`src/rtl/bpm_pkg.sv`:
```
package bpm_pkg;

   // Kind of step seen on one sample cycle
   typedef enum logic [1:0] {
      STEP_IDLE = 2'b00,
      STEP_DOWN = 2'b01,
      STEP_UP   = 2'b10,
      STEP_BOTH = 2'b11
   } step_e;

   localparam int LEAD_MAX_MIN = 1;
   localparam int LEAD_MAX_MAX = 15;

endpackage

```
`src/rtl/bpm_step_classifier.sv`:
```
module bpm_step_classifier
   import bpm_pkg::*;
(
   input  logic  lead_ev,
   input  logic  lag_ev,
   output step_e step
);

   always_comb begin
      unique case ({lead_ev, lag_ev})
         2'b10:   step = STEP_UP;
         2'b01:   step = STEP_DOWN;
         2'b11:   step = STEP_BOTH;
         default: step = STEP_IDLE;
      endcase
   end

endmodule

```
`src/rtl/bpm_diff_tracker.sv`:
```
module bpm_diff_tracker
   import bpm_pkg::*;
#(
   parameter int LEAD_MAX = 3,
   parameter int W        = $clog2(LEAD_MAX + 1)
) (
   input  logic         clk,
   input  logic         srst,
   input  logic         strict_mode,
   input  step_e        step,
   input  logic         halt,
   output logic [W-1:0] diff,
   output logic         viol_now
);

   localparam logic [W-1:0] DMAX = W'(LEAD_MAX);

   logic         at_floor;
   logic         at_ceil;
   logic [W-1:0] diff_nxt;

   assign at_floor = (diff == '0);
   assign at_ceil  = (diff == DMAX);

   always_comb begin
      unique case (step)
         STEP_UP:   viol_now = at_ceil;
         STEP_DOWN: viol_now = at_floor;
         STEP_BOTH: viol_now = strict_mode && at_floor;
         default:   viol_now = 1'b0;
      endcase
   end

   always_comb begin
      diff_nxt = diff;
      if (!halt && !viol_now) begin
         unique case (step)
            STEP_UP:   diff_nxt = diff + W'(1);
            STEP_DOWN: diff_nxt = diff - W'(1);
            default:   diff_nxt = diff;
         endcase
      end
   end

   always_ff @(posedge clk) begin
      if (srst) diff <= '0;
      else      diff <= diff_nxt;
   end


   adv_bound_chk: assert property (@(posedge clk) disable iff (srst)
      diff <= DMAX);


   step_up_chk: assert property (@(posedge clk) disable iff (srst)
      (step == STEP_UP && !halt && diff != DMAX) |=> diff == $past(diff) + W'(1));


   idle_hold_chk: assert property (@(posedge clk) disable iff (srst)
      (step == STEP_IDLE) |=> $stable(diff));


   frozen_chk: assert property (@(posedge clk) disable iff (srst)
      (halt || viol_now) |=> $stable(diff));

endmodule

```
`src/rtl/bpm_viol_latch.sv`:
```
module bpm_viol_latch (
   input  logic clk,
   input  logic srst,
   input  logic viol_now,
   output logic violated,
   output logic first_viol
);

   always_ff @(posedge clk) begin
      if (srst) begin
         violated   <= 1'b0;
         first_viol <= 1'b0;
      end else begin
         first_viol <= viol_now && !violated;
         violated   <= violated || viol_now;
      end
   end


   sticky_chk: assert property (@(posedge clk) disable iff (srst)
      violated |=> violated);


   pulse_once_chk: assert property (@(posedge clk) disable iff (srst)
      first_viol |=> !first_viol);


   pulse_rise_chk: assert property (@(posedge clk) disable iff (srst)
      $rose(violated) |-> first_viol);


   pulse_flag_chk: assert property (@(posedge clk) disable iff (srst)
      first_viol |-> violated);

endmodule

```
`src/rtl/bounded_prec_monitor.sv`:
```
module bounded_prec_monitor
   import bpm_pkg::*;
#(
   parameter int LEAD_MAX = 3,
   parameter int W        = $clog2(LEAD_MAX + 1)
) (
   input  logic         clk,
   input  logic         srst,
   input  logic         strict_mode,
   input  logic         lead_ev,
   input  logic         lag_ev,
   output logic [W-1:0] advance,
   output logic         violated,
   output logic         first_viol
);

   generate
      if (LEAD_MAX < LEAD_MAX_MIN || LEAD_MAX > LEAD_MAX_MAX) begin : g_bad_max
         $error("LEAD_MAX must lie in 1..15");
      end
      if (W != $clog2(LEAD_MAX + 1)) begin : g_bad_w
         $error("W must equal clog2(LEAD_MAX+1)");
      end
   endgenerate

   step_e step;
   logic  viol_now;

   bpm_step_classifier u_cls (
      .lead_ev (lead_ev),
      .lag_ev  (lag_ev),
      .step    (step)
   );

   bpm_diff_tracker #(.LEAD_MAX(LEAD_MAX), .W(W)) u_trk (
      .clk         (clk),
      .srst        (srst),
      .strict_mode (strict_mode),
      .step        (step),
      .halt        (violated),
      .diff        (advance),
      .viol_now    (viol_now)
   );

   bpm_viol_latch u_lat (
      .clk        (clk),
      .srst       (srst),
      .viol_now   (viol_now),
      .violated   (violated),
      .first_viol (first_viol)
   );

endmodule

```
`config.mk`:
```
export PLATFORM = sky130hd
export DESIGN_NAME = bounded_prec_monitor
export DESIGN_NICKNAME = d
export VERILOG_FILES = /design/src/rtl/bpm_pkg.sv /design/src/rtl/bpm_step_classifier.sv /design/src/rtl/bpm_diff_tracker.sv /design/src/rtl/bpm_viol_latch.sv /design/src/rtl/bounded_prec_monitor.sv
export SDC_FILE = /design/constraint.sdc
export NUM_CORES = 1
export LEC_CHECK = 0
export ABC_AREA = 1
export ABC_CLOCK_PERIOD_IN_PS = 2000
export BUFFER_PORTS_ARGS = -buffer_cell sky130_fd_sc_hd__buf_2
export CAP_MARGIN = 30
export CORE_AREA = 2 2 39 41
export CTS_CLUSTER_DIAMETER = 30
export DETAILED_ROUTE_END_ITERATION = 7
export DIE_AREA = 0 0 41 43
export SYNTH_ARGS = -nofsm -noshare
export SYNTH_HDL_FRONTEND = slang
export SYNTH_SLANG_ARGS = --single-unit
```
`constraint.sdc`:
```
create_clock -name clk -period 2 [get_ports clk]
set_clock_uncertainty 0.2 [all_clocks]
set_input_delay 0.2 -clock clk [delete_from_list [all_inputs] [get_ports clk]]
set_output_delay 0.2 -clock clk [all_outputs]
set_load 0.005 [all_outputs]
```
; Word-level counts from Yosys, hierarchy flattened
; Cells that the tools add are included.
; W data, S select, Z words.
[totals]
ff_bits = 4
wordCells = 24
[classes]
addsub = 2
eq_ne = 7
muxes = 3
n_reduce_logical = 9
[ops]
columns = operator, n
row1 = $eq A2 B2 Y1 const B, 5
row2 = $pmux W2 S3, 1
row3 = $eq A2 B1 Y1 const B, 2
row4 = $pmux W2 S2, 1
row5 = $logic_and A1 B1 Y1, 3
row6 = $pmux W1 S3, 1
row7 = $add A2 B1 Y2 const B, 1
row8 = $logic_not A1 Y1, 2
row9 = $logic_not A2 Y1, 1
row10 = $reduce_and A2 Y1, 1
row11 = $reduce_bool A2 Y1, 1
row12 = $sub A2 B1 Y2 const B, 1
row13 = $logic_or A1 B1 Y1, 1

; Depth between registers and ports, before layout
; Gate-level depths: netlist (run 1).
[depth]
depth_word = 7
mapped_depth = 11
ltp_nobuf = 11

; Hierarchy
; Synthesis (run 1) repeated with hierarchy kept, for this count alone.
[hier_totals]
cells_unflattened = 46
hier_area_um2 = 287.8
[by_module_without_submodules]
columns = mod, n_inst, cells_each, area_each_um2, seq_area_each_um2
row1 = bpm_diff_tracker, 1, 37, 216.5, 40.0
row2 = bpm_viol_latch, 1, 7, 63.8, 40.0
row3 = bpm_step_classifier, 1, 2, 7.5, 0.0

; Worst setup path before layout (run 1)
; No wires, ideal clock.
[synth_timing]
kind = input to register
startpoint = input port lead_ev
endpoint = register u_trk.diff[1]
arrival_time_ps = 950
t_required_ps = 1738
slack_ps = 788
cell_stages = 11
n_path_buf = 0
cell_sequence = inv_1 ha_1 inv_1 nand2_1 nand2_1 nand2_1 nand2_2 nand3_2 nand2_1 nand2_1 nor2_2
[synth_via]
elab_chain_cells = 7
elab_cells_between_ends = 13
cone_classes = eq/ne (6) / mux (3) / reduce/logical (4)
[synth_rtl]
columns = element, line_no
row1 = start: declaration, bounded_prec_monitor.sv:10  ; input logic lead_ev,
row2 = $eq A2 B2 Y1 / $eq A2 B1 Y1 (equally long branches), bpm_step_classifier.sv:10  ; unique case ({lead_ev, lag_ev})
row3 = $pmux W2 S3 (*), bpm_step_classifier.sv:10
row4 = $eq A2 B2 Y1 (tied with other cells), bpm_diff_tracker.sv:26  ; unique case (step)
row5 = $pmux W1 S3, bpm_diff_tracker.sv:26
row6 = $logic_not A1 Y1, bpm_diff_tracker.sv:36  ; if (!halt && !viol_now) begin
row7 = $logic_and A1 B1 Y1, bpm_diff_tracker.sv:36
row8 = $reduce_and A2 Y1 (no line), n/a
row9 = end signal: assignment, bpm_diff_tracker.sv:47  ; else diff <= diff_nxt;
row10 = end: declaration, bpm_diff_tracker.sv:12  ; output logic [W-1:0] diff,
; Mark *: on every way between the ends. The rest lies on a longest branch, timed or not.
; A chain may end at the register's enable or synchronous reset.

; Worst setup path after layout (run 1)
[layout_timing]
startpoint = register u_trk.diff[0]
endpoint = register u_trk.diff[1]
[layout_via]
elab_chain_cells = 6
elab_cells_between_ends = 10
cone_classes = add/sub (2) / eq/ne (1) / mux (2) / reduce/logical (5)
[layout_rtl]
columns = element, line_no
row1 = $logic_not A2 Y1, bpm_diff_tracker.sv:22  ; assign at_floor = (diff == '0);
row2 = $logic_and A1 B1 Y1, bpm_diff_tracker.sv:29  ; STEP_BOTH: viol_now = strict_mode && at_floor;
row3 = $pmux W1 S3, bpm_diff_tracker.sv:26
row4 = $logic_not A1 Y1, bpm_diff_tracker.sv:36
row5 = $logic_and A1 B1 Y1, bpm_diff_tracker.sv:36
row6 = $reduce_and A2 Y1 (no line), n/a
; Parallel ways exist; a longest one is shown, timed or not.

==> metrics.md, run 1 <==
| Metric | Value |
|---|---|
| Status | finished, final reports clean |
| Reg clk slew, reported paths | approximately 40 ps |
| Boundary pin count | 9 |
| Skew-Pair Late Insertion Delay | 240 ps |
| Synth area leaders | dfxtp_1 30%, ha_1 19%, nand2_1 17%, inv_1 11%, nand4_1 4.7% |
| Grt ovf | 0 |
| Pwr Density | 764.7 nW/µm² |
| Count leader, synth | nand2_1 |
| All-Layer GR Usage | 6.526% |
| Final hold vios | 0 |
| FF-to-FF Start | u_trk.diff[0] |
| F_max | 807.0 MHz |
| Net Count, Synth | 48 |
| Total CTS buffers | 3 |
| Ys Warns | 0 |
| Hold-fix buffers, CTS | 1 |
| Die footprint | 1763 µm² |
| Final Util | 26.13% |
| DRT iter0 DRCs | 5 |
| Setup crit start | u_trk.diff[0] |
| Routed WL | 485 µm |
| WHS Endpoint | u_lat.first_viol |
| Top cells by count, synth | 12 x nand2_1, 8 x inv_1, 4 x dfxtp_1, 4 x ha_1 |
| Clock tree buffer depth | 2 |
| CTS tree | yes |
| H-tree depth | 1 |
| Area delta synth->final | 34.42% |
| Post-route minimum period | 1239 ps |
| Yosys reg bits | 4 |
| HP Start | strict_mode |
| Detailed placement HPWL | 359.2 µm |
| RSZ-0062 raised after global routing | false |
| Most used DFF post-synth | dfxtp_1 |
| PortBufs | 8 |
| Share of cells above drive strength 1 | 27.45% |
| Clock Root Buffer | clkbuf_4 |
| First-pass GRT wire length | 759 µm |
| Leak | 0.0002033 µW |
| Hold depth | 7 |
| Final Cycle Share | 61.96% |
| Reg-to-reg slack, setup | 760 ps |
| Syn Area/Cell | 6.898 µm² |
| # setup viols final | 0 |
| Fin Setup TNS | 0 ps |
| Worst rel slew slack | 87.63% |
| Nature of the critical path endpoint | flip-flop |
| Initial antenna violation count | 0 |
| Max-cap viol count | 0 |
| Vias per inst | 3.881 |
| Die Y-Extent | 43 µm |
| Std-Cell Rows | 14 |
| Final GP Congestion | 0.6528 |
| Post-synth top area cell | dfxtp_1 |
| # diodes | 0 |
| Vias | 260 |
| Register-to-Register Path Depth | 9 |
| Critical path class | flip-flop to flip-flop |
| Asr flop ratio synth | 0% |
| Final slew viol count | 0 |
| Max VDD drop | around 0.00017 V |
| Setup WS pre-CTS | 573.9 ps |
| CTS sink cnt | 4 |
| Final antenna-violating net count | 0 |
| Routed WL per cell | 7.239 µm |
| Net total in the final layout | 62 |
| DRC | 0 |
| Initial DRT Pass Iterations | 3 |
| Worst reg2reg endpoint | u_trk.diff[1] |
| Yosys cell types | 12 |
| Post-CTS Setup Bufs | 0 |
| Synthesized instance count | 39 |
| Crit start category | flip-flop |
| Synthesized area | 269.0 µm² |
| Min-Delay Path Class | primary input to flip-flop |
| CTS resizes | 0 |
| Floorplan Core Area | 1384 µm² |
| Die width | 41 µm |
| Register area share after synthesis | 29.77% |
| Worst Path Arrival | 1170 ps |
| Share of the synthesized area in the top cell type | between 20% and 30% |
| Largest net degree at the start of global routing | 7 |
| Worst Path Max Fanout | 6 |
| Worst Tran Pin Value | 185.3 ps |
| Starting Density | between 10% and 20% |
| Vias in the first global route | 222 |
| EDFF count, synth | 0 |
| Worst EP required | 1930 ps |
| Final Worst Setup Slack | between 700 and 800 ps |
-- per-stage QoR --
stage / std cells / total power (µW) / instance area [µm²] / hold slack (ps)
6_report: 67 / 276.5 / 361.6 / 253.2
5_1_grt: 67 / 296.5 / 361.6 / 277.5
2_1_floorplan: 39 / 152.4 / 269.0 / 66.87
4_1_cts: 67 / 279.2 / 361.6 / 256.8
3_3_place_gp: 63 / 176.0 / 329.1 / 211.9
3_5_place_dp: 63 / 175.7 / 329.1 / 212.0
-- layout by cell type, fill, tap and decap left out --
cell / instances
a21oi_1: 2
nor2_2: 1
nor2_1: 1
nand4_1: 2
dlygate4sd3_1: 1
nand3_1: 2
dfxtp_1: 4
nor3_1: 1
nand2_2: 1
buf_2: 8
inv_1: 8
clkbuf_4: 3
ha_1: 4
nand3_2: 1
nand2_1: 12
-- worst max-delay path: stages (launching register included) --
cell	delay (ps)
dfxtp_1	400
inv_1	90
nand2_1	90
nand2_1	50
nand2_1	50
nand2_1	40
inv_1	40
nand4_1	70
nand2_1	80
nor2_2	30
-- logic make-up (layout without fill, tap and decap cells) --
logic type	after synthesis	after routing	share of synthesized area, %
adders and majority gates	4	4	18.61
DFF	4	4	29.77
buffers and inverters	8	20	11.16
AOI/OAI and AO/OA	2	2	3.721
and+or+nand+nor	21	21	36.74
-- layout make-up --
class,instances,area [µm²]
clock buffer,3,22.52
tap,16,20.02
fill,162,1022
sequential,4,80.08
timing repair buffer,9,50.05
inverter,8,30.03
multi-input combinational,27,158.9
-- per-layer routing --
metal	vias to the layer above	track usage, %	wire (µm)
li1	148	-	-
met4	0	4.000	11
met2	4	10.00	254
met3	2	3.141	11
met5	-	0	0
met1	106	6.752	207
-- state kept, by name (all words and copies together) (netlist names) --
signal            count
u_trk.diff            2
u_lat.first_viol      1
u_lat.violated        1
-- worst max-delay path by stage --
stage                     to  slack (ps)  depth (start not counted)
5_1_grt        u_trk.diff[1]         660                          9
2_1_floorplan  u_trk.diff[1]         790                         11
3_5_place_dp   u_trk.diff[1]         570                         12
4_1_cts        u_trk.diff[1]         750                          9
6_report       u_trk.diff[1]         760                          9
3_3_place_gp   u_trk.diff[1]         580                         12
-- where the power goes --
group | internal, µW | leakage [µW] | switching, µW | total [µW]
clock | 67.2 | 0.0000138 | 33.6 | 101
sequential | 90.5 | 0.0000330 | 9.84 | 100
combinational | 33.1 | 0.000156 | 42.3 | 75.4
total | 191 | 0.000203 | 85.7 | 277
Note: power is estimated with default switching activity, not from simulation.
==> inputs of run 2 (changes only) <==
--- a/config.mk
+++ b/config.mk
@@ -6,7 +6,7 @@
 export NUM_CORES = 1
 export LEC_CHECK = 0
 export ABC_AREA = 1
-export ABC_CLOCK_PERIOD_IN_PS = 2000
+export ABC_CLOCK_PERIOD_IN_PS = 1100
 export BUFFER_PORTS_ARGS = -buffer_cell sky130_fd_sc_hd__buf_2
 export CAP_MARGIN = 30
 export CORE_AREA = 2 2 39 41
==> constraint.sdc (replaced) <==
create_clock -name clk -period 1.1 [get_ports clk]
set_clock_uncertainty 0.2 [all_clocks]
set_input_delay 0.11 -clock clk [delete_from_list [all_inputs] [get_ports clk]]
set_output_delay 0.11 -clock clk [all_outputs]
set_load 0.005 [all_outputs]
==> run 2 against run 1 <==
Against the previous run:
- the flow now finishes with violations (hold timing, setup timing)
- register-to-register slack got worse by 840 ps
- flip-flop and latch count unchanged
- worst setup slack got worse by 840 ps
- routed wire length increased by 1.6%
- critical path depth decreased by 1
- first-iteration DRC count increased by 20%
- final area increased by 7.3%
- non-clock buffer count increased by 2
- final cell count increased by 3.0%
- count of clock-buffer cells in the layout unchanged
- maximum frequency increased by 4.7%
- largest cell class unchanged
==> metrics.md, run 2 (synthesis results as in run 1) <==
| Metric | Value |
|---|---|
| Status | finished, violations left |
| Failing checks | hold timing, setup timing |
| # fillers | 158 |
| Largest net degree at the start of global routing | 7 |
| Post-CTS Setup Bufs | 0 |
| Vias | 272 |
| Nature of the critical path endpoint | flip-flop |
| CTS tree | yes |
| Min-Delay Path Class | primary input to flip-flop |
| Critical path class | flip-flop to flip-flop |
| Final hold vios | 4 |
| Final antenna-violating net count | 0 |
| Starting Density | 19.44% |
| Worst reg2reg endpoint | u_trk.diff[1] |
| Reg-to-reg slack, setup | -80 ps |
| Worst rel slew slack | 90.35% |
| Wire length on met1 | 208 µm |
| Clock Root Buffer | clkbuf_4 |
| Total CTS buffers | 3 |
| Net total in the final layout | 64 |
| Vias in the first global route | around 240 |
| Floorplan Core Area | ~1400 µm² |
| RSZ-0062 raised after global routing | true |
| Std-Cell Rows | 14 |
| F_max | 844.8 MHz |
| Die Y-Extent | between 40 and 50 µm |
| Register-to-Register Path Depth | 8 |
| Worst Path Max Fanout | 5 |
| Max-cap viol count | 0 |
| Met2 routed WL | 235 µm |
| FF-to-FF Start | u_trk.diff[1] |
| # setup viols final | 2 |
| Largest registers | u_trk.diff: 2 flops, u_lat.first_viol: 1 flops, u_lat.violated: 1 flops |
| Top sig layer | met4 |
| Vias per inst | 3.942 |
| Leak | 0.0002123 µW |
| Post-route minimum period | 1184 ps |
| Worst Path Arrival | around 1100 ps |
| First-pass GRT wire length | between 800 and 900 µm |
| DRC | 0 |
| Worst Setup EP | u_trk.diff[1] |
| Crit start category | flip-flop |
| Total chip power | 534.0 µW |
| Final slew viol count | 0 |
| Boundary pin count | 9 |
| Max VDD drop | approximately 0.00053 V |
| Max reg flops | 2 |
| Setup crit start | u_trk.diff[1] |
| Detailed placement HPWL | between 300 and 400 µm |
| Routed WL per cell | between 7 and 8 µm |
| Fin Setup TNS | -147.5 ps |
| Area delta synth->final | 44.19% |
| CTS sink cnt | 4 |
| Skew-Pair Late Insertion Delay | approximately 240 ps |
| PortBufs | 8 |
| Final GP Congestion | 0.7254 |
| Reg clk slew, reported paths | around 40 ps |
| Die width | 41 µm |
| Grt ovf | 0 |
| Commonest non-fill, non-tap cell in the layout | nand2_1 |
| Initial DRT Pass Iterations | 2 |
| H-tree depth | 1 |
| Top reg by flops | u_trk.diff |
| Hold slack | -123.6 ps |
| Share of cells above drive strength 1 | 43.40% |
| Worst EP required | 1030 ps |
| Final Cycle Share | 107.6% |
| Met3 wire len | 39 µm |
| Initial antenna violation count | 0 |
| # diodes | 0 |
| Final Worst Setup Slack | -83.66 ps |
| All-Layer GR Usage | 7.731% |
| Pwr Density | 1377 nW/µm² |
| Commonest non-fill, non-tap cells in the layout | 12 x nand2_1, 8 x buf_2, 7 x inv_1 |
| Die footprint | 1763 µm² |
| Worst Tran Pin Value | 143.6 ps |
| DRT iter0 DRCs | 6 |
| Routed WL | 493 µm |
| Clock tree buffer depth | 2 |
-- run 2: critical path: stages, from the launching register on --
cell	delay, ps
dfxtp_2	340
nor2_2	100
nand2_1	50
nand2_1	70
nand2_2	90
nand3_2	80
nand2_1	50
nand2_1	70
nor2_2	30
-- run 2: worst min path at each step --
| stage | from | to | cells past startpoint |
|---|---|---|---|
| floorplan | srst | u_trk.diff[1] | 1 |
| global placement | srst | u_trk.diff[1] | 2 |
| detailed placement | srst | u_trk.diff[1] | 2 |
| CTS | srst | u_trk.diff[1] | 2 |
| global route | srst | u_trk.diff[0] | 2 |
| finish | srst | u_trk.diff[0] | 2 |
-- run 2: area by class of cell --
cell class / instances / area, µm² / share of cell area (%)
Multi-Input combinational cell: 27 / 167.7 / 43.23
Sequential cell: 4 / 85.08 / 21.94
Timing Repair Buffer: 11 / 62.56 / 16.13
Inverter: 8 / 30.03 / 7.742
Clock buffer: 3 / 22.52 / 5.806
Tap cell: 16 / 20.02 / 5.161
-- run 2: repair_timing --
item                                    CTS  global route
gates resized for setup                   1             2
endpoints found under the setup margin    2             4
hold endpoints to repair                  4             4
pin swaps                                 1             2
-- run 2: report_power, final --
| part | switching [µW] | internal, µW |
|---|---|---|
| combinational | 82.4 | 77.2 |
| sequential | 22.9 | 168 |
| clock | 61.6 | 122 |
-- run 2: metal layers --
metal | GRT usage, % | vias to the layer above
met3 | 7.853 | 3
met5 | 0 | -
met1 | 7.395 | 112
li1 | - | 151
met4 | 4.000 | 0
met2 | 10.31 | 6
-- run 2: metrics by stage --
stage                     util, %  std cells  instance area [µm²]  hold WS, ps  setup WS [ps]
after floorplan                 -         39                274.0       -30.52         -6.385
after detailed placement    25.77         66                356.6        113.3         -217.2
after CTS                   27.58         69                381.6       -142.7         -74.93
after global routing        28.03         69                387.9       -132.4         -162.6
final                       28.03         69                387.9       -123.6         -83.66
after global placement      25.77         66                356.6        114.0         -196.2
==> inputs of run 3 (changes only) <==
--- a/config.mk
+++ b/config.mk
@@ -5,7 +5,6 @@
 export SDC_FILE = /design/constraint.sdc
 export NUM_CORES = 1
 export LEC_CHECK = 0
-export ABC_AREA = 1
 export ABC_CLOCK_PERIOD_IN_PS = 1100
 export BUFFER_PORTS_ARGS = -buffer_cell sky130_fd_sc_hd__buf_2
 export CAP_MARGIN = 30
==> run 3 against run 2 <==
Against the previous run:
- the run still ends with hold timing, setup timing left
- count of clock-buffer cells in the layout stayed put
- worst setup slack lost 110 ps
- first-iteration DRC count fell by 100%
- final cell count shrank 13%
- non-clock buffer count grew 4
- worst hold slack gained 6.2 ps
- global-route usage up 1.4 points
- synthesized cell count is 33% lower
- largest cell class unchanged
==> metrics.md, run 3 <==
| Metric | Value |
|---|---|
| Status | finished, violations left |
| Failing checks | hold timing, setup timing |
| Final slew viol count | 0 |
| Xor/xnor share of the synthesized area | 3.483% |
| Total CTS buffers | 3 |
| Post-DP Area | 365.4 µm² |
| Top reg by flops | u_trk.diff |
| HP Start | srst |
| Post-route minimum period | 1292 ps |
| Net total in the final layout | 55 |
| PortBufs | 8 |
| H-tree depth | 1 |
| FF-to-FF Start | u_trk.diff[1] |
| Pwr Density | approximately 1200 nW/µm² |
| Mux share of post-synthesis cell area | about 4.0% |
| Reg clk slew, reported paths | 40 ps |
| Setup crit start | u_trk.diff[1] |
| Worst Path Arrival | ~1300 ps |
| Largest family of logic cells by synthesized area | compound AO/OA/AOI/OAI gates |
| Post-route insts no fill | 60 |
| CTS tree | yes |
| Boundary pin count | 9 |
| Worst Tran Pin Value | between 200 and 250 ps |
| RSZ-0062 raised after global routing | true |
| Worst Path Max Fanout | 3 |
| Worst rel slew slack | 83.57% |
| Die footprint | 1763 µm² |
| Initial DRT Pass Iterations | 1 |
| Final Worst Setup Slack | -191.9 ps |
| Compound-Gate Fraction of Synth Area | 20.90% |
| Setup WS pre-CTS | -441.1 ps |
| Final GP Congestion | 0.7426 |
| Grt ovf | 0 |
| Die Y-Extent | 43 µm |
| Ys Warns | 0 |
| Hold slack | -117.4 ps |
| Worst EP required | between 1000 and 1500 ps |
| Nature of the critical path endpoint | flip-flop |
| Asr flop ratio synth | 0% |
| Syn Area/Cell | 9.673 µm² |
| Synth area leaders | dfxtp_1 32%, ha_1 20%, nor3_1 6.0%, a2111o_1 4.5%, inv_1 4.5% |
| Final Cycle Share | 117.4% |
| Max-cap viol count | 0 |
| Largest net degree at the start of global routing | 6 |
| Vias | about 250 |
| CP max stage cell | a2111o_1 |
| Net Count, Synth | 35 |
| DP Cell Count | 57 |
| Max reg flops | 2 |
| Commonest non-fill, non-tap cell in the layout | buf_2 |
| Std-Cell Rows | 14 |
| # diodes | 0 |
| Share of the synthesized area in the top cell type | 31.84% |
| # setup viols final | 6 |
| EDFF count, synth | 0 |
| CTS sink cnt | 4 |
| Clock tree buffer depth | 2 |
| Area delta synth->final | 64.68% |
| Min-Delay Path Class | primary input to flip-flop |
| Simple-gate share of the synthesized area | 15.42% |
| Most used DFF post-synth | dfxtp_1 |
| Routed WL | 552 µm |
| Largest registers | u_trk.diff: 2 flops, u_lat.first_viol: 1 flops, u_lat.violated: 1 flops |
| Skew-Pair Late Insertion Delay | 230 ps |
| Final antenna-violating net count | 0 |
| Design area | 414.1 µm² |
| DRC | 0 |
| Share of cells above drive strength 1 | around three fifths |
| Synthesized area | 251.5 µm² |
| Vias per inst | about 4.2 |
| Clock Root Buffer | clkbuf_4 |
| Synthesized instance count | 26 |
| Detailed placement HPWL | 448.7 µm |
| Starting Density | 18.17% |
| Total chip power | around 510 µW |
| Post-synth top area cell | dfxtp_1 |
| Routed WL per cell | 9.200 µm |
| Commonest non-fill, non-tap cells in the layout | 7 x buf_2, 6 x buf_4, 4 x ha_1 |
| Vias in the first global route | 258 |
| Post-CTS Setup Bufs | 0 |
| First-pass GRT wire length | 1014 µm |
| Leak | ~0.00021 µW |
| Top cells by count, synth | 4 x dfxtp_1, 4 x ha_1, 3 x inv_1, 3 x nor3_1, 2 x a21oi_1 |
| Register area share after synthesis | 31.84% |
| DRT iter0 DRCs | 0 |
| Crit start category | flip-flop |
| Die width | 41 µm |
| CP peak stage delay | 370 ps |
| Yosys cell types | 15 |
| Max VDD drop | between 0.0008 and 0.0009 V |
| Critical path class | flip-flop to flip-flop |
| CP cell instances | and4b_1 > a2111o_1 > a21oi_2 |
| F_max | around 770 MHz |
| Floorplan Core Area | 1384 µm² |
| Yosys reg bits | 4 |
| All-Layer GR Usage | 9.127% |
| Initial antenna violation count | 0 |
| Final hold vios | 3 |
| Synth Area in Adders | roughly 20% |
==> run 3: cell count changes in the layout (fill, tap and decap cells not counted), moves of 2 or more <==
| cell | delta |
|---|---|
| buf_4 | +3 |
| nor2_2 | -2 |
| inv_1 | -4 |
| dfxtp_2 | +2 |
| nand4_1 | -2 |
| nand2_1 | -12 |
| nor3_2 | +2 |
| nand3_1 | -2 |
| buf_6 | +2 |
==> run 3: cell families (layout without fill, tap and decap cells) <==
logic type / count (synthesis) / in the layout
compound gates: 7 / 7
simple gates: 6 / 6
fa+ha+maj: 4 / 4
flops: 4 / 4
buf+inv: 3 / 21
xor+xnor: 1 / 1
mux: 1 / 1
==> run 3: power breakdown <==
group | switching (µW) | internal [µW]
registers | 13.3 | 166
clock network | 57.1 | 122
logic | 66.1 | 90.3
==> run 3: per-stage QoR <==
stage	hold slack (ps)	TNS (ps)	util (%)
finish	-117.4	-574.6	29.93
CTS	-116.8	-668.1	29.20
global route	-126.4	-915.3	29.93
floorplan	-27.56	-435.7	-
detailed placement	134.7	-1484	26.40
global placement	131.4	-1364	26.40
==> run 3: what timing repair did <==
item,in CTS,in global routing
pin swaps,3,0
setup endpoints to repair,7,7
gates resized for setup,5,3
hold endpoints to repair,3,3
==> run 3: path summary, 6_finish.rpt <==
path / cells past startpoint / end / slack, ps
hold reg to reg: 2 / u_lat.first_viol / 320
setup / recovery: 3 / u_trk.diff[0] / -190
hold / removal: 2 / u_trk.diff[0] / -120
setup reg to reg: 3 / u_trk.diff[0] / -190
==> run 3: layer usage <==
layer | up-vias | routed length [µm] | global-route usage (%)
li1 | 128 | - | -
met1 | 112 | 224 | 9.295
met2 | 9 | 261 | 12.81
met3 | 0 | 66 | 9.424
met4 | 0 | 0 | 2.000
met5 | - | 0 | 0
==> run 3: cell type report <==
class / instances / area (µm²)
clock buffers: 3 / 22.52
fillers: 155 / 969.7
inverters: 3 / 11.26
multi-input cells: 19 / 173.9
flip-flops and latches: 4 / 83.83
well taps: 16 / 20.02
repair buffers: 15 / 102.6
==> run 3: critical path: cells and delay by family, from the launching register on <==
kind | cells | cell delay (ps)
AOI/OAI and AO/OA | 2 | 480
DFF | 1 | 320
and+or+nand+nor | 1 | 220
